[config.mk]
export PLATFORM = sky130hd
export DESIGN_NAME = spx_port
export DESIGN_NICKNAME = d
export VERILOG_FILES = /design/src/rtl/spx_pkg.sv /design/src/rtl/spx_sync.sv /design/src/rtl/spx_regs.sv /design/src/rtl/spx_pinmux.sv /design/src/rtl/spx_fault_fsm.sv /design/src/rtl/spx_port.sv
export SDC_FILE = /design/constraint.sdc
export NUM_CORES = 1
export LEC_CHECK = 0
export BUFFER_PORTS_ARGS = -buffer_cell sky130_fd_sc_hd__buf_2
export CAP_MARGIN = 30
export CORE_MARGIN = 4
export CORE_UTILIZATION = 40
export DETAILED_ROUTE_END_ITERATION = 7
export PLACE_DENSITY = 0.74
export SLEW_MARGIN = 40
export SYNTH_ARGS = -nofsm -noshare
export SYNTH_HDL_FRONTEND = slang
export SYNTH_SLANG_ARGS = --single-unit
[constraint.sdc]
create_clock -name clk -period 1.76 [get_ports clk]
set_input_delay 0.088 -clock clk [delete_from_list [all_inputs] [get_ports clk]]
set_output_delay 0.088 -clock clk [all_outputs]
set_load 0.02 [all_outputs]
[src/rtl/spx_pkg.sv]
package spx_pkg;

    localparam int PIN_CNT = 6;

    // pin roles; the peripherals decode these positions
    localparam int P_RXD  = 0;
    localparam int P_TXD  = 1;
    localparam int P_MISO = 2;
    localparam int P_MOSI = 3;
    localparam int P_SCK  = 4;
    localparam int P_SS   = 5;

    typedef enum logic [1:0] {
        MODE_PLAIN,
        MODE_MASTER,
        MODE_SLAVE
    } spi_mode_t;

    typedef enum logic [1:0] {
        OWN_GPIO,      // direction/data registers decide
        OWN_FORCE_IN,  // peripheral reads it: never driven
        OWN_GATED,     // peripheral value, only if direction bit set
        OWN_FORCED     // peripheral value, always driven
    } pin_own_t;

    typedef enum logic [1:0] {
        MF_IDLE,
        MF_PULSE,
        MF_HELD
    } mf_state_t;

    function automatic pin_own_t pin_owner(int idx, spi_mode_t mode,
                                           logic rx_en, logic tx_en,
                                           logic ss_dir);
        pin_own_t r;
        if (idx == P_RXD) begin
            r = rx_en ? OWN_FORCE_IN : OWN_GPIO;
        end else if (idx == P_TXD) begin
            r = tx_en ? OWN_FORCED : OWN_GPIO;
        end else if (mode == MODE_PLAIN) begin
            r = OWN_GPIO;
        end else if (idx == P_SS) begin
            if (mode == MODE_SLAVE) r = OWN_FORCE_IN;
            else                    r = ss_dir ? OWN_GPIO : OWN_FORCE_IN;
        end else if (idx == P_MISO) begin
            r = (mode == MODE_SLAVE) ? OWN_GATED : OWN_FORCE_IN;
        end else begin
            r = (mode == MODE_MASTER) ? OWN_GATED : OWN_FORCE_IN;
        end
        return r;
    endfunction

endpackage

[src/rtl/spx_sync.sv]
module spx_sync #(
    parameter int WIDTH  = 6,
    parameter int STAGES = 2
) (
    input  logic             clk,
    input  logic             rst_n,
    input  logic [WIDTH-1:0] d_in,
    output logic [WIDTH-1:0] d_out
);
    logic [STAGES-1:0][WIDTH-1:0] chain_q;

    always_ff @(posedge clk or negedge rst_n) begin
        if (!rst_n) begin
            chain_q <= '0;
        end else begin
            chain_q[0] <= d_in;
            for (int s = 1; s < STAGES; s++) begin
                chain_q[s] <= chain_q[s-1];
            end
        end
    end

    assign d_out = chain_q[STAGES-1];
endmodule

[src/rtl/spx_regs.sv]
module spx_regs
    import spx_pkg::*;
#(
    parameter int REG_W = 8
) (
    input  logic               clk,
    input  logic               rst_n,
    input  logic               reg_sel,
    input  logic               reg_wr,
    input  logic [REG_W-1:0]   reg_wdata,
    input  logic [PIN_CNT-1:0] pin_sync,
    output logic [PIN_CNT-1:0] dir_q,
    output logic [PIN_CNT-1:0] dat_q,
    output logic [REG_W-1:0]   reg_rdata
);
    localparam int PAD_W = REG_W - PIN_CNT;

    logic [PIN_CNT-1:0] data_view;
    logic               unused_hi;

    assign unused_hi = ^reg_wdata[REG_W-1:PIN_CNT];

    always_ff @(posedge clk or negedge rst_n) begin
        if (!rst_n) begin
            dir_q <= '0;
            dat_q <= '0;
        end else if (reg_wr) begin
            if (reg_sel) dir_q <= reg_wdata[PIN_CNT-1:0];
            else         dat_q <= reg_wdata[PIN_CNT-1:0];
        end
    end

    always_comb begin
        data_view = (dir_q & dat_q) | (~dir_q & pin_sync);
        reg_rdata = reg_sel ? {{PAD_W{1'b0}}, dir_q} : {{PAD_W{1'b0}}, data_view};
    end

    p_dir_write_r3: assert property (@(posedge clk) disable iff (!rst_n)
        reg_wr && reg_sel |=> dir_q == $past(reg_wdata[PIN_CNT-1:0]));

    p_dat_hold_r2: assert property (@(posedge clk) disable iff (!rst_n)
        !reg_wr |=> $stable(dat_q) && $stable(dir_q));
endmodule

[src/rtl/spx_pinmux.sv]
module spx_pinmux
    import spx_pkg::*;
(
    input  logic               clk,
    input  logic               rst_n,
    input  spi_mode_t          mode,
    input  logic               rx_en,
    input  logic               tx_en,
    input  logic               wired_or,
    input  logic [PIN_CNT-1:0] dir_q,
    input  logic [PIN_CNT-1:0] dat_q,
    input  logic [PIN_CNT-1:0] periph_val,
    output logic [PIN_CNT-1:0] pad_oe,
    output logic [PIN_CNT-1:0] pad_out
);
    logic [PIN_CNT-1:0] oe_raw;
    logic [PIN_CNT-1:0] val_raw;

    for (genvar g = 0; g < PIN_CNT; g++) begin : g_pin
        pin_own_t own;

        always_comb begin
            own = pin_owner(g, mode, rx_en, tx_en, dir_q[P_SS]);
            unique case (own)
                OWN_GPIO: begin
                    oe_raw[g]  = dir_q[g];
                    val_raw[g] = dat_q[g];
                end
                OWN_FORCE_IN: begin
                    oe_raw[g]  = 1'b0;
                    val_raw[g] = 1'b0;
                end
                OWN_GATED: begin
                    oe_raw[g]  = dir_q[g];
                    val_raw[g] = periph_val[g];
                end
                OWN_FORCED: begin
                    oe_raw[g]  = 1'b1;
                    val_raw[g] = periph_val[g];
                end
                default: begin
                    oe_raw[g]  = 1'b0;
                    val_raw[g] = 1'b0;
                end
            endcase
        end

        // open-drain: a 1 releases the pad
        assign pad_oe[g]  = oe_raw[g] & ~(wired_or & val_raw[g]);
        assign pad_out[g] = val_raw[g] & ~wired_or;
    end

    p_master_miso_in_r5: assert property (@(posedge clk) disable iff (!rst_n)
        mode == MODE_MASTER |-> !pad_oe[P_MISO]);

    p_slave_inputs_r5: assert property (@(posedge clk) disable iff (!rst_n)
        mode == MODE_SLAVE |-> pad_oe[P_SS:P_MOSI] == '0);

    p_sck_gated_r6: assert property (@(posedge clk) disable iff (!rst_n)
        mode == MODE_MASTER && !dir_q[P_SCK] |-> !pad_oe[P_SCK]);

    p_miso_gated_r6: assert property (@(posedge clk) disable iff (!rst_n)
        mode == MODE_SLAVE && !dir_q[P_MISO] |-> !pad_oe[P_MISO]);

    p_ss_output_r7: assert property (@(posedge clk) disable iff (!rst_n)
        mode == MODE_MASTER && dir_q[P_SS] && !wired_or
        |-> pad_oe[P_SS] && pad_out[P_SS] == dat_q[P_SS]);

    p_rx_float_r10: assert property (@(posedge clk) disable iff (!rst_n)
        rx_en |-> !pad_oe[P_RXD]);

    p_tx_drive_r11: assert property (@(posedge clk) disable iff (!rst_n)
        tx_en && !wired_or |-> pad_oe[P_TXD] && pad_out[P_TXD] == periph_val[P_TXD]);

    p_wor_no_high_r12: assert property (@(posedge clk) disable iff (!rst_n)
        wired_or |-> (pad_oe & pad_out) == '0);
endmodule

[src/rtl/spx_fault_fsm.sv]
module spx_fault_fsm
    import spx_pkg::*;
(
    input  logic      clk,
    input  logic      rst_n,
    input  spi_mode_t mode,
    input  logic      ss_dir,
    input  logic      ss_level,
    output logic      mode_fault
);
    mf_state_t state_q, state_d;
    logic      armed;
    logic      fault_cond;

    assign armed      = (mode == MODE_MASTER) && !ss_dir;
    assign fault_cond = armed && !ss_level;

    always_ff @(posedge clk or negedge rst_n) begin
        if (!rst_n) state_q <= MF_IDLE;
        else        state_q <= state_d;
    end

    always_comb begin
        unique case (state_q)
            MF_IDLE:  state_d = fault_cond ? MF_PULSE : MF_IDLE;
            MF_PULSE: state_d = fault_cond ? MF_HELD  : MF_IDLE;
            MF_HELD:  state_d = fault_cond ? MF_HELD  : MF_IDLE;
            default:  state_d = MF_IDLE;
        endcase
    end

    always_comb begin
        mode_fault = (state_q == MF_PULSE);
    end

    p_fault_single_r8: assert property (@(posedge clk) disable iff (!rst_n)
        mode_fault |=> !mode_fault);

    p_fault_armed_r9: assert property (@(posedge clk) disable iff (!rst_n)
        mode_fault |-> $past(armed && !ss_level));
endmodule

[src/rtl/spx_port.sv]
module spx_port
    import spx_pkg::*;
#(
    parameter int REG_W       = 8,
    parameter int SYNC_STAGES = 2
) (
    input  logic               clk,
    input  logic               rst_n,
    input  logic               reg_sel,
    input  logic               reg_wr,
    input  logic [REG_W-1:0]   reg_wdata,
    output logic [REG_W-1:0]   reg_rdata,
    input  logic [PIN_CNT-1:0] pad_in,
    output logic [PIN_CNT-1:0] pad_oe,
    output logic [PIN_CNT-1:0] pad_out,
    output logic [PIN_CNT-1:0] pin_level,
    input  logic               spi_en,
    input  logic               spi_master,
    input  logic               spi_sck_drv,
    input  logic               spi_mosi_drv,
    input  logic               spi_miso_drv,
    input  logic               ser_rx_en,
    input  logic               ser_tx_en,
    input  logic               ser_txd,
    input  logic               wired_or,
    output logic               mode_fault
);
    logic [PIN_CNT-1:0] pin_sync;
    logic [PIN_CNT-1:0] dir_q;
    logic [PIN_CNT-1:0] dat_q;
    logic [PIN_CNT-1:0] periph_val;
    spi_mode_t          mode;

    always_comb begin
        if (!spi_en)         mode = MODE_PLAIN;
        else if (spi_master) mode = MODE_MASTER;
        else                 mode = MODE_SLAVE;

        periph_val         = '0;
        periph_val[P_TXD]  = ser_txd;
        periph_val[P_MISO] = spi_miso_drv;
        periph_val[P_MOSI] = spi_mosi_drv;
        periph_val[P_SCK]  = spi_sck_drv;
    end

    spx_sync #(.WIDTH(PIN_CNT), .STAGES(SYNC_STAGES)) u_sync (
        .clk   (clk),
        .rst_n (rst_n),
        .d_in  (pad_in),
        .d_out (pin_sync)
    );

    spx_regs #(.REG_W(REG_W)) u_regs (
        .clk       (clk),
        .rst_n     (rst_n),
        .reg_sel   (reg_sel),
        .reg_wr    (reg_wr),
        .reg_wdata (reg_wdata),
        .pin_sync  (pin_sync),
        .dir_q     (dir_q),
        .dat_q     (dat_q),
        .reg_rdata (reg_rdata)
    );

    spx_pinmux u_mux (
        .clk        (clk),
        .rst_n      (rst_n),
        .mode       (mode),
        .rx_en      (ser_rx_en),
        .tx_en      (ser_tx_en),
        .wired_or   (wired_or),
        .dir_q      (dir_q),
        .dat_q      (dat_q),
        .periph_val (periph_val),
        .pad_oe     (pad_oe),
        .pad_out    (pad_out)
    );

    spx_fault_fsm u_fault (
        .clk        (clk),
        .rst_n      (rst_n),
        .mode       (mode),
        .ss_dir     (dir_q[P_SS]),
        .ss_level   (pin_sync[P_SS]),
        .mode_fault (mode_fault)
    );

    assign pin_level = pin_sync;

    p_fault_needs_master_r9: assert property (@(posedge clk) disable iff (!rst_n)
        mode_fault |-> $past(spi_en && spi_master));
endmodule

==> Word-level counts from Yosys, hierarchy flattened <==
Cells that the tools add are included.
{ "op_classes": {"n_eq_ne": 19, "muxes": 27, "bitwise": 30, "n_reduce_logical": 24} }
{ "ops": {"columns": ["cell", "n"], "rows": [
  ["1-bit one-hot mux with 3 select lines", 10],
  ["2-bit equality test, second input constant", 12],
  ["2-bit 2-to-1 mux", 10],
  ["1-bit AND", 18],
  ["2-bit OR reduction", 9],
  ["2-bit by 1-bit equality test with 1-bit output, second input constant", 7],
  ["2-bit logical NOT", 7],
  ["6-bit AND", 2],
  ["1-bit inverter", 8],
  ["6-bit 2-to-1 mux", 1],
  ["6-bit inverter", 1],
  ["6-bit OR", 1],
  ["3-bit OR reduction", 2],
  ["1-bit one-hot mux with 2 select lines", 2],
  ["2-bit one-hot mux with 2 select lines", 1],
  ["2-bit AND reduction", 2],
  ["1-bit 2-to-1 mux", 3],
  ["1-bit logical AND", 2],
  ["1-bit logical NOT", 2]
]} }
{ "word_totals": {"ff_bits": 26, "input_bits": 27, "output_inout_bits": 27, "word_cells": 105} }

==> Longest topological paths before layout <==
{ "logic_depth": {"word_depth": 11, "depth_mapped": 4, "depth_no_buf": 4} }

==> By module <==
Synthesis repeated with hierarchy kept, for this count alone.
{ "hier_totals": {"hier_cells": 106, "hier_area_um2": 1266.2} }
{ "modules_own_cells": {"columns": ["mod", "n_inst", "cells_each", "area_per_inst_um2", "seq_area_each_um2"], "rows": [
  ["spx_regs", 1, 49, 576.8, 300.3],
  ["spx_sync", 1, 18, 345.3, 300.3],
  ["spx_pinmux", 1, 25, 198.9, 0.0],
  ["spx_fault_fsm", 1, 11, 125.1, 50.0],
  ["spx_port", 1, 3, 20.0, 0.0]
]} }

==> Least setup slack after synthesis <==
No wires, ideal clock.
{ "synth_path": {"kind": "register to output", "from": "register u_regs.dat_q[2]", "to": "output pad_oe[2]", "arrival_ns": 0.994, "required_time_ns": 1.672, "setup_slack_ns": 0.678, "stages_incl_launch_ff": 2, "path_cell_list": "dfrtp_1 a221oi_1"} }
{ "synth_via": {"elab_chain_len": 4} }
{ "synth_rtl": {"columns": ["element", "line", "source"], "rows": [
  ["start, declared", "spx_regs.sv:13", "output logic [PIN_CNT-1:0] dat_q,"],
  ["start signal, assigned", "spx_regs.sv:29", "else dat_q <= reg_wdata[PIN_CNT-1:0];"],
  ["1-bit one-hot mux with 3 select lines", "spx_pinmux.sv:24", "unique case (own)"],
  ["1-bit AND", "spx_pinmux.sv:49", "assign pad_oe[g] = oe_raw[g] & ~(wired_or & val_raw[g]);"],
  ["1-bit inverter", "spx_pinmux.sv:49", null],
  ["1-bit AND", "spx_pinmux.sv:49", null],
  ["end, declared", "spx_port.sv:14", "output logic [PIN_CNT-1:0] pad_oe,"]
]} }
No other way between the ends.

==> Worst setup path after layout <==
{ "layout_path": {"from": "register u_regs.dat_q[1]", "to": "output pad_oe[1]"} }
The elaborated chain is that of the path after synthesis.

==> impl_metrics.toml <==
[status]
status = "finished clean"

[floorplanning]
die_area_um2 = 4108
io_pins = 54
start_util = 0.4157
die_w_um = 64.10
num_rows = 20
die_h_um = 64.10
core_um2 = 3028

[layout]
n_antenna_cell = 0
layout-drive-gt1-share = 0.4096
fillCellCount = 262
nets = 197
multiInputGateArea_um2 = 499.2
seq_area_um2 = 650.6
syn2layout_area_growth_pct = 31.61

[clock_tree]
cts_tree = "yes"
cts-resized-gates = 0
path_clk_slew_ps = 150
root_buffer = "clkbuf_4"
clk_latency_ps = 320
cts_htree_levels = 1
ctsLongestPathBuffers = 2
post_cts.repair.setup_buffers = 0
cts_buffers = 3
clkSinkCount = 26

[timing]
rsz0062_at_grt = "false"
finalSetupTns_ps = 0
max_freq_ghz = 0.6915
setup_slack_ps = 313.8
period_minus_slack_ps = 1446
tightest_slew_ps = 573.6
setup_violations = 0
hold_viol = 0
fin_crit_sh = 0.8217
final_max_slew_viol_count = 0
slew_headroom = 0.6168
fin_skew_ps = 10.31

[yosys]
ys_seq_area_frac = 0.5169
synth_area_um2 = 1259
synthFlopType = "dfrtp_1"
syn-instance-count = 112
synth.most_common_cell = "dfrtp_1"
synth_top_area_frac = 0.5169
async_flop_share = 1.000
synth_area_per_cell_um2 = 11.24
yosysWarningCount = 0
synth_cell_types = 23
synth_edf_count = 0
synth-seq-cells = 26
synthTopCellsByCount = "dfrtp_1, mux2_2, o21ai_0, nand2b_1, inv_1"
yosysTopAreaCell = "dfrtp_1"
yosys-top-cells-area = "dfrtp_1, mux2_2, nand2b_1, o21ai_0, buf_4"

[global_routing]
grt_max_degree = 27
grt_use_total = 0.1457
antenna_found_initial = 0
grt_overflow = 0
grt_pass1_wl_um = 4857
grt_pass1_vias = 1073

[place]
gp_congestion = 0.7092
io_buffers = 49
dp_hpwl_um = 2083
pre_cts_slack_ps = 496.8

[routing]
vias = 991
wire_per_inst_um = 13.07
drt_pre_antenna_iters = 4
antenna_left = 0
vias_per_cell = 4.719
drtIter0Drc = 50
drt_wl_total_um = 2745
drc = 0

[min_path]
hp-class = "input pin to register"

[worst_setup_path]
worstSetupEndpointType = "primary output"
crit_required_ps = 1670
worst_setup_path_start_kind = "register"
crit_fanout = 3
critPathKind = "register to primary output"
crit_arrival_ps = 1360

[pwr]
ir_drop_mv = 0.6685
p_leak_uw = 0.0008068
power_density_nw_per_um2 = 883.4

[run]
drv_cap = 0
==> per-layer routing <==
layer | part of all wire | GRT usage | wire length [um]
met5 | 0 | 0 | 0
met4 | 0.0073 | 0.04749 | 20
met3 | 0.059 | 0.02636 | 163
met2 | 0.52 | 0.2632 | 1426
met1 | 0.41 | 0.1732 | 1134
==> layout by cell type, fill, tap and decap left out, types with 3 or more instances in the layout <==
master         synthesis  final
ha_1                   3      3
nor2b_1                3      3
dlygate4sd3_1          0     12
mux2_2                13     13
buf_2                  3     49
nand2b_1              10     10
dfrtp_1               26     26
o21ai_0               12     12
clkbuf_4               0      3
a21oi_1                5      5
inv_1                  9      9
==> worst paths after layout <==
| kind | start | to | slack [ps] | cells past startpoint |
|---|---|---|---|---|
| min in group asynchronous | rst_n | u_regs.dir_q[1]$_DFFE_PN0P_ | 250 | 2 |
| hold / removal | reg_wdata[4] | u_regs.dat_q[4]$_DFFE_PN0P_ | 30 | 2 |
| setup / recovery | u_regs.dat_q[1]$_DFFE_PN0P_ | pad_oe[1] | 310 | 3 |
| hold reg to reg | u_sync.chain_q[4]$_DFF_PN0_ | u_sync.d_out[4]$_DFF_PN0_ | 360 | 0 |
| max in group asynchronous | rst_n | u_sync.chain_q[5]$_DFF_PN0_ | 1130 | 2 |
| setup reg to reg | u_regs.dir_q[5]$_DFFE_PN0P_ | u_fault.state_q[0]$_DFF_PN0_ | 750 | 2 |
==> cell type report <==
type	instances	share of cell area
inverter	9	0.02039
sequential	26	0.3927
clock inverter	1	0.01813
tap	44	0.03323
timing repair buffer	61	0.2205
clock buffer	3	0.01360
multi-input combinational	66	0.3014
==> power by group <==
group	internal, uW	total, uW	switching, uW
combinational	155	353	198
sequential	653	701	48.4
clock	230	409	179
==> kinds of logic (layout without fill, tap and decap cells) <==
logic type / Yosys count / after routing / synth area share
compound gates: 25 / 25 / 0.1332
fa+ha+maj: 3 / 3 / 0.02982
buf+inv: 21 / 74 / 0.08946
flops: 26 / 26 / 0.5169
mux: 13 / 13 / 0.1163
other cells: 1 / 2 / 0.002979
simple gates: 23 / 23 / 0.1113
==> worst max-delay path, cell delays in order (launching register included) <==
cell and delay [ps]:
dfrtp_1 420, mux2_2 270, a21oi_1 160, buf_2 180
==> through the flow <==
step	utilization	cells	area [um2]	total power [uW]	hold slack (ps)
after floorplan	-	113	1262	925.0	-207.6
after global placement	0.4901	194	1484	1032	98.18
after detailed placement	0.4901	194	1484	1049	116.2
after CTS	0.5471	210	1657	1479	20.68
after global routing	0.5471	210	1657	1535	17.16
final	0.5471	210	1657	1464	31.14
==> flip-flops by register name, summed over array words and instances, names as in the netlist <==
name,flops
u_regs.dir_q,6
u_fault.state_q,2
u_sync.chain_q,6
u_regs.dat_q,6
u_sync.d_out,6
==> timing repair <==
| action | CTS | global route |
|---|---|---|
| endpoints found under the setup margin | 0 | 0 |
| endpoints found under the hold margin | 40 | 0 |
| hold buffers | 12 | 0 |
Power figures use the tool's default switching activity.
